**src/rtl/ctb_pkg.sv**
```systemverilog
package ctb_pkg;

   typedef enum logic [1:0] {
      ST_HOLD   = 2'd0,
      ST_RUN    = 2'd1,
      ST_STOP   = 2'd2,
      ST_SETTLE = 2'd3
   } ctb_state_e;

endpackage

```
**src/rtl/ctb_sequencer.sv**
```systemverilog
module ctb_sequencer
   import ctb_pkg::*;
#(
   parameter int SETTLE_CLKS = 65536,
   parameter int N_WAKE      = 4
) (
   input  logic              clk,
   input  logic              por_n,
   input  logic              ext_rst,
   input  logic              stop_wr,
   input  logic [N_WAKE-1:0] wake_evt,
   output ctb_state_e        state_o
);

   localparam int CNT_W = $clog2(SETTLE_CLKS);
   localparam logic [CNT_W-1:0] CNT_LAST = CNT_W'(SETTLE_CLKS - 1);

   ctb_state_e       state_q;
   logic [CNT_W-1:0] cnt_q;

   // one counter shared by power-up hold and stop settling
   always_ff @(posedge clk or negedge por_n) begin
      if (!por_n) begin
         state_q <= ST_HOLD;
         cnt_q   <= '0;
      end else begin
         case (state_q)
            ST_HOLD, ST_SETTLE: begin
               if (cnt_q == CNT_LAST) begin
                  state_q <= ST_RUN;
                  cnt_q   <= '0;
               end else begin
                  cnt_q <= cnt_q + 1'b1;
               end
            end
            ST_RUN: begin
               if (stop_wr && !ext_rst) state_q <= ST_STOP;
            end
            ST_STOP: begin
               if ((|wake_evt) || ext_rst) begin
                  state_q <= ST_SETTLE;
                  cnt_q   <= '0;
               end
            end
            default: state_q <= ST_HOLD;
         endcase
      end
   end

   assign state_o = state_q;

endmodule

```
**src/rtl/ctb_prescaler.sv**
```systemverilog
module ctb_prescaler #(
   parameter int MC_CLKS   = 4,
   parameter int SLOW_MULT = 3
) (
   input  logic clk,
   input  logic por_n,
   input  logic clr,
   output logic fast_stb,
   output logic slow_stb
);

   localparam int PH_W = $clog2(MC_CLKS);
   localparam int DV_W = $clog2(SLOW_MULT);
   localparam logic [PH_W-1:0] PH_LAST = PH_W'(MC_CLKS - 1);
   localparam logic [DV_W-1:0] DV_LAST = DV_W'(SLOW_MULT - 1);

   logic [PH_W-1:0] ph_q;
   logic [DV_W-1:0] dv_q;
   logic            ph_wrap;

   assign ph_wrap = (ph_q == PH_LAST);

   always_ff @(posedge clk or negedge por_n) begin
      if (!por_n) begin
         ph_q <= '0;
         dv_q <= '0;
      end else if (clr) begin
         ph_q <= '0;
         dv_q <= '0;
      end else begin
         ph_q <= ph_wrap ? '0 : ph_q + 1'b1;
         if (ph_wrap) dv_q <= (dv_q == DV_LAST) ? '0 : dv_q + 1'b1;
      end
   end

   assign fast_stb = !clr && ph_wrap;
   assign slow_stb = fast_stb && (dv_q == DV_LAST);

endmodule

```
**src/rtl/ctb_tick_mux.sv**
```systemverilog
module ctb_tick_mux #(
   parameter int N_TMR = 3
) (
   input  logic [N_TMR-1:0] rate_sel,
   input  logic             fast_stb,
   input  logic             slow_stb,
   output logic [N_TMR-1:0] tick
);

   for (genvar i = 0; i < N_TMR; i++) begin : g_tmr
      assign tick[i] = rate_sel[i] ? fast_stb : slow_stb;
   end

endmodule

```
**src/rtl/ctb_timebase.sv**
```systemverilog
module ctb_timebase
   import ctb_pkg::*;
#(
   parameter int SETTLE_CLKS = 65536,
   parameter int MC_CLKS     = 4,
   parameter int SLOW_MULT   = 3,
   parameter int N_TMR       = 3,
   parameter int N_WAKE      = 4
) (
   input  logic              clk,
   input  logic              por_n,
   input  logic              ext_rst,
   input  logic              stop_wr,
   input  logic [N_WAKE-1:0] wake_evt,
   input  logic [N_TMR-1:0]  rate_sel,
   input  logic              flag_clr,
   output logic              core_rst,
   output logic              clk_en,
   output logic              mc_stb,
   output logic [N_TMR-1:0]  tmr_tick,
   output logic              por_flag
);

   if (SETTLE_CLKS < 2) begin : g_bad_settle
      $error("SETTLE_CLKS must be at least 2");
   end
   if (MC_CLKS < 2) begin : g_bad_mc
      $error("MC_CLKS must be at least 2");
   end
   if (SLOW_MULT < 2) begin : g_bad_mult
      $error("SLOW_MULT must be at least 2");
   end
   if (N_TMR < 1 || N_WAKE < 1) begin : g_bad_cnt
      $error("N_TMR and N_WAKE must be at least 1");
   end

   ctb_state_e state;
   logic       running;
   logic       fast_stb;
   logic       slow_stb;
   logic       flag_q;

   ctb_sequencer #(
      .SETTLE_CLKS(SETTLE_CLKS),
      .N_WAKE     (N_WAKE)
   ) u_seq (
      .clk     (clk),
      .por_n   (por_n),
      .ext_rst (ext_rst),
      .stop_wr (stop_wr),
      .wake_evt(wake_evt),
      .state_o (state)
   );

   assign running = (state == ST_RUN);

   ctb_prescaler #(
      .MC_CLKS  (MC_CLKS),
      .SLOW_MULT(SLOW_MULT)
   ) u_presc (
      .clk     (clk),
      .por_n   (por_n),
      .clr     (!running || ext_rst),
      .fast_stb(fast_stb),
      .slow_stb(slow_stb)
   );

   ctb_tick_mux #(
      .N_TMR(N_TMR)
   ) u_mux (
      .rate_sel(rate_sel),
      .fast_stb(fast_stb),
      .slow_stb(slow_stb),
      .tick    (tmr_tick)
   );

   always_ff @(posedge clk or negedge por_n) begin
      if (!por_n)        flag_q <= 1'b1;
      else if (flag_clr) flag_q <= 1'b0;
   end

   assign core_rst = (state == ST_HOLD) || ext_rst;
   assign clk_en   = running;
   assign mc_stb   = fast_stb;
   assign por_flag = flag_q;

endmodule

```
**config.mk**
```make
export PLATFORM = sky130hd
export DESIGN_NAME = ctb_timebase
export DESIGN_NICKNAME = d
export VERILOG_FILES = /design/src/rtl/ctb_pkg.sv /design/src/rtl/ctb_sequencer.sv /design/src/rtl/ctb_prescaler.sv /design/src/rtl/ctb_tick_mux.sv /design/src/rtl/ctb_timebase.sv
export SDC_FILE = /design/constraint.sdc
export NUM_CORES = 1
export LEC_CHECK = 0
export ABC_AREA = 0
export BUFFER_PORTS_ARGS = -buffer_cell sky130_fd_sc_hd__buf_2
export CAP_MARGIN = 10
export CORE_ASPECT_RATIO = 1.5
export CORE_UTILIZATION = 30
export DETAILED_ROUTE_END_ITERATION = 8
export PLACE_DENSITY = 0.49
export SETUP_SLACK_MARGIN = 0.2
export SLEW_MARGIN = 15
export SYNTH_ARGS = -nofsm -noshare
export SYNTH_HDL_FRONTEND = slang
export SYNTH_SLANG_ARGS = --single-unit
export TNS_END_PERCENT = 5
```
**constraint.sdc**
```tcl
create_clock -name clk -period 3.83 [get_ports clk]
set_input_delay 0.1915 -clock clk [delete_from_list [all_inputs] [get_ports clk]]
set_output_delay 0.1915 -clock clk [all_outputs]
set_load 0.02 [all_outputs]
```
==> Word-level counts from Yosys, hierarchy flattened <==
Cells that the tools add are included.
Widths: inputs -> output; s select.
{ "classes": {"reduce_logical": 16, "eq_ne": 9, "add_sub_neg": 3, "mux": 15} }
{ "op_table": {"columns": ["op", "n"], "rows": [
  ["$mux 16", 2],
  ["$pmux 16 s2", 1],
  ["$add 16x1->16 const B", 1],
  ["$eq 16x16->1 const B", 1],
  ["$mux 2", 8],
  ["$eq 2x2->1 const B", 4],
  ["$ne 2x1->1 const B", 3],
  ["$pmux 2 s3", 1],
  ["$add 2x1->2 const B", 2],
  ["$reduce_bool 2->1", 2],
  ["$reduce_or 4->1", 1],
  ["$logic_and 1x1->1", 3],
  ["$logic_not 1->1", 3],
  ["$logic_or 1x1->1", 3],
  ["$mux 1", 3],
  ["$reduce_and 3->1", 1],
  ["$eq 2x1->1 const B", 1],
  ["$logic_not 2->1", 1],
  ["$reduce_and 2->1", 1],
  ["$reduce_or 2->1", 1]
]} }
{ "word_totals": {"register_bits": 23} }

==> Depth between registers and ports, before layout <==
{ "logic_depth": {"depth_word": 7, "depth_mapped": 8, "ltp_nobuf": 7} }

==> Hierarchy <==
Synthesis repeated with hierarchy kept, for this count alone.
{ "unflattened": {"cells_unflattened": 138, "hier_area_um2": 1427.6} }
{ "modules_own_cells": {"columns": ["mod", "cells_per_inst", "n_inst", "seq_area_each_um2", "area_per_inst_um2"], "rows": [
  ["ctb_sequencer", 115, 1, 450.4, 1152.4],
  ["ctb_prescaler", 15, 1, 100.1, 180.2],
  ["ctb_timebase", 5, 1, 26.3, 57.6],
  ["ctb_tick_mux", 3, 1, 0.0, 37.5]
]} }

==> Worst setup path before layout <==
Ideal clock, no wire load.
{ "synth_path": {"kind": "reg-to-reg", "start": "register u_seq.cnt_q[0]", "end": "register u_seq.cnt_q[11]", "setup_ns": 0.074, "period_less_slack_ns": 2.002, "required_time_ns": 3.756, "slack_ns": 1.828, "path_buffers": 2, "path_stages_with_launch": 9, "arrival_ns": 1.928, "path_cell_list": "dfrtp_1 -> ha_1 -> and4_4 -> and4_4 -> buf_6 -> or3_4 -> buf_6 -> or3_1 -> o21ai_2"} }
{ "synth_via": {"elab_chain_len": 3} }
{ "synth_rtl": {"columns": ["element", "line", "source"], "rows": [
  ["start: declaration", "ctb_sequencer.sv:19", "logic [CNT_W-1:0] cnt_q;"],
  ["start signal: assignment", "ctb_sequencer.sv:33", "cnt_q <= cnt_q + 1'b1;"],
  ["$add 16x1->16 or $eq 16x16->1 (tied branches)", "ctb_sequencer.sv:33, ctb_sequencer.sv:29", null],
  ["$mux 16 *", "ctb_sequencer.sv:29", "if (cnt_q == CNT_LAST) begin"],
  ["$pmux 16 s2 *", "ctb_sequencer.sv:27", "case (state_q)"]
]} }
Mark *: on every way between the ends. The rest lies on a longest branch, timed or not.
A chain may end at the register's enable or synchronous reset.

==> Final worst setup path <==
{ "layout_path": {"start": "register u_seq.state_q[0] (netlist: u_seq.state_o[0])", "end": "register u_seq.cnt_q[13]"} }
{ "layout_via": {"elab_chain_len": 4} }
{ "layout_rtl": {"columns": ["element", "line", "source"], "rows": [
  ["start: declaration", "ctb_sequencer.sv:18", "ctb_state_e state_q;"],
  ["start signal: assignment", "ctb_sequencer.sv:24", "state_q <= ST_HOLD;"],
  ["start signal: assignment", "ctb_sequencer.sv:30", "state_q <= ST_RUN;"],
  ["start signal: assignment", "ctb_sequencer.sv:37", "if (stop_wr && !ext_rst) state_q <= ST_STOP;"],
  ["$eq 2x2->1 or $logic_not 2->1 (tied branches)", "ctb_sequencer.sv:27", null],
  ["$reduce_or 2->1", "ctb_sequencer.sv:27", null],
  ["$reduce_bool 2->1 (no source line)", null, null],
  ["$reduce_and 2->1 (no source line)", null, null]
]} }
Several ways; a longest one is shown, not always the timed one.

==> results by group <==
Outcome
  – Status: finished, violations left
  – Failing checks: DRC

Layout
  – Share of cells above drive strength 1: 20.2%
  – FF/Latch Area: 577 um2
  – Fin util: 35.8%
  – Multi-input gate area: 724 um2
  – Ant. Diodes: 0
  – Filler instances: 444
  – Area grow syn2layout: 12.6%
  – Final Non-Filler Cells: 214
  – Fin nets: 187

Routing
  – Antenna viol nets, final: 0
  – Detailed Route Iter0 Violations: 50
  – Post-Route WL: 3.01 mm
  – First drt pass iteration count: 6
  – Via count: 1169
  – Post-route DRC: 10
  – Wire per inst: 14.1 um
  – Via/cell ratio: 5.46

Floorplanning
  – DIE AREA: 0.00482 mm2
  – Die W: 57.0 um
  – Initial Util: 31.8%
  – Core Region: 0.00428 mm2
  – Die H: 84.5 um
  – # IOs: 19
  – # rows: 29

Place
  – Gpl congestion: 0.796
  – DP Cell Count: 209
  – DP Worst Slack: 1.32 ns
  – IO Port Bufs: 18
  – Post-DP HPWL: 2.20 mm

STA
  – Final worst slack: 1.31 ns
  – Fin Hold WS: 0.0261 ns
  – Final period util: 65.8%
  – Slew @ Worst Pin: 0.616 ns
  – Final hold violations: 0
  – Setup_tns: 0 ns
  – Fin crit period: 2.52 ns
  – Fin. max-slew vios: 0
  – Worst slew margin relative to its limit: 58.6%
  – Unrepaired setup endpoints after global routing: false
  – Final setup vio count: 0
  – Layout Skew: 0.00120 ns
  – F_max: 397 MHz

Power and ir drop
  – Max VDD drop: 0.175 mV
  – Pwr dens: 542 mW/mm2
  – Pleak: 0.679 nW

Worst setup path
  – Max stage delay cell, worst path: or4b_1
  – Worst Path Required: 4.05 ns
  – CP top delay family: simple AND/OR/NAND/NOR gates
  – Arr. time, crit path: 2.74 ns
  – Worst path bufs/invs: 1
  – Crit path max fanout: 15
  – Nature of the critical path startpoint: flop
  – CP Cell Sequence: inv_1 > ha_1 > or4b_1 > nor3_2 > o21bai_2 > o21ai_0 > a21bo_2
  – Max incr delay on CP: 0.50 ns
  – WS Path Type: reg2reg
  – Crit path capture type: flop

Clocking
  – H-tree Lvls: 1
  – Worst skew pair latency: 0.27 ns
  – CTS Buf Count: 3
  – Post-CTS Setup Repair Bufs: 0
  – CTS sink cnt: 23
  – Longest Clk Path Bufs: 2
  – CTS clk-pin slew, worst paths: 0.08 ns
  – CTS tree: built
  – CTS root buffer: clkbuf_8

Global routing
  – Largest net degree at the start of global routing: 24
  – Antenna violations before repair: 0
  – Gr usage total: 13.9%
  – Vias in the first global route: 1155
  – First-pass GRT wire length: 5.20 mm
  – Residual overflow from global routing: 0

Synth
  – Synth Area per Inst: 9.14 um2
  – Syn_nets: 167
  – Post-synth EDFFs: 0
  – Cell Area, Synth: 0.00136 mm2
  – Top_reg_cell synth: dfrtp_1
  – Distinct cells, synth: 42
  – Synthesized flop and latch total: 23
  – Sequential area share after synthesis: 42.3%
  – Async set or reset register ratio after synthesis: 100%
  – Post-synthesis cell count: 149
  – Syn. warnings: 0

Flow run
  – Max cap viols: 0

Hold path
  – Class of the worst hold path: in2reg
## registers in the layout, indices dropped and copies added (netlist names)
register and flops:
por_flag 1, u_presc.dv_q 2, u_presc.ph_q 2, u_seq.cnt_q 16, u_seq.state_o 2
## layout by cell type, fill, tap and decap left out, types with 3 or more instances in the layout
| master | n |
|---|---|
| a21oi_1 | 6 |
| and4_4 | 3 |
| buf_2 | 18 |
| clkbuf_8 | 3 |
| dfrtp_1 | 22 |
| ha_1 | 6 |
| inv_1 | 8 |
| mux2i_1 | 3 |
| nand2_1 | 15 |
| nand2b_1 | 3 |
| nand3_1 | 5 |
| nand4_1 | 4 |
| nor2_1 | 12 |
| nor2b_1 | 3 |
| nor3_1 | 7 |
| o21ai_0 | 11 |
| o21ai_1 | 4 |
| o31ai_1 | 4 |
| or3_1 | 3 |
## worst register-to-register path, cell delays in order, from the launching register on
cell and delay, ns:
dfrtp_1 0.41, inv_1 0.10, ha_1 0.48, or4b_1 0.50, nor3_2 0.25, o21bai_2 0.34, o21ai_0 0.18, a21bo_2 0.21
## cell families (layout without fill, tap and decap cells)
kind of cell	Yosys count	count (layout)	synth area share [%]
XOR/XNOR	1	1	0.643
buffers and inverters	12	31	4.50
multiplexers	4	4	3.03
flip-flops	23	23	42.3
AO/OA/AOI/OAI	37	37	17.4
AND/OR/NAND/NOR	66	66	26.5
adder cells (fa/ha/maj)	6	6	5.51
## cell type report
cell class                      count  area share [%]
Clock buffer                        4            2.94
Inverter                            8            1.96
Multi-Input combinational cell    114            47.2
Sequential cell                    23            37.6
Tap cell                           46            3.75
Timing Repair Buffer               19            6.53
## stage by stage
stage          power [mW]  instance area [um2]
5_1_grt             0.899                 1530
3_5_place_dp        0.683                 1480
6_report            0.832                 1530
4_1_cts             0.839                 1530
3_3_place_gp        0.677                 1480
2_1_floorplan       0.614                 1360
## metal layers
metal	share of wire (%)	global-route usage (%)	vias to the layer above
met1	43	15.5	556
li1	-	-	578
met3	4.3	1.54	5
met2	51	25.3	30
met4	2.2	7.32	0
met5	0	0	-
## Yosys cell counts, types with 2 or more instances
library cell	n	area, um2
nor4_1	2	12.5
or3_1	3	18.8
nand2b_1	3	18.8
o21ai_1	4	20.0
o31ai_1	4	30.0
a21oi_1	6	30.0
inv_1	8	30.0
o21ai_2	2	17.5
nor2b_1	3	18.8
nand2_1	15	56.3
nand4_1	4	25.0
ha_1	6	75.1
nand3_1	5	25.0
a21o_1	2	15.0
and4_4	3	33.8
nor3_1	7	35.0
mux2i_1	3	30.0
or2_2	2	12.5
o21ai_0	11	55.1
nor2_1	12	45.0
dfrtp_1	22	551
buf_6	2	22.5
## power by group
| group | internal [mW] | switching [mW] | leakage (nW) | total [mW] |
|---|---|---|---|---|
| sequential | 0.309 | 0.0846 | 0.294 | 0.393 |
| clock | 0.0745 | 0.0810 | 0.0228 | 0.155 |
| combinational | 0.111 | 0.172 | 0.363 | 0.283 |
## timing repair
item / CTS / global route
endpoints found under the hold margin: 22 / 0
resized for setup: 0 / 0
hold buffers: 1 / 0
## path summary, 6_finish.rpt
path	start	end	slack (ns)	depth (start not counted)
min reg2reg	u_presc.ph_q[0]	u_presc.ph_q[0]	0.46	1
min in group asynchronous	por_n	u_presc.dv_q[0]	0.42	2
max	u_seq.state_o[0]	u_seq.cnt_q[13]	1.31	7
max in group asynchronous	por_n	por_flag	3.05	2
max reg2reg	u_seq.state_o[0]	u_seq.cnt_q[13]	1.31	7
min	flag_clr	por_flag	0.03	2
Power figures use the tool's default switching activity.
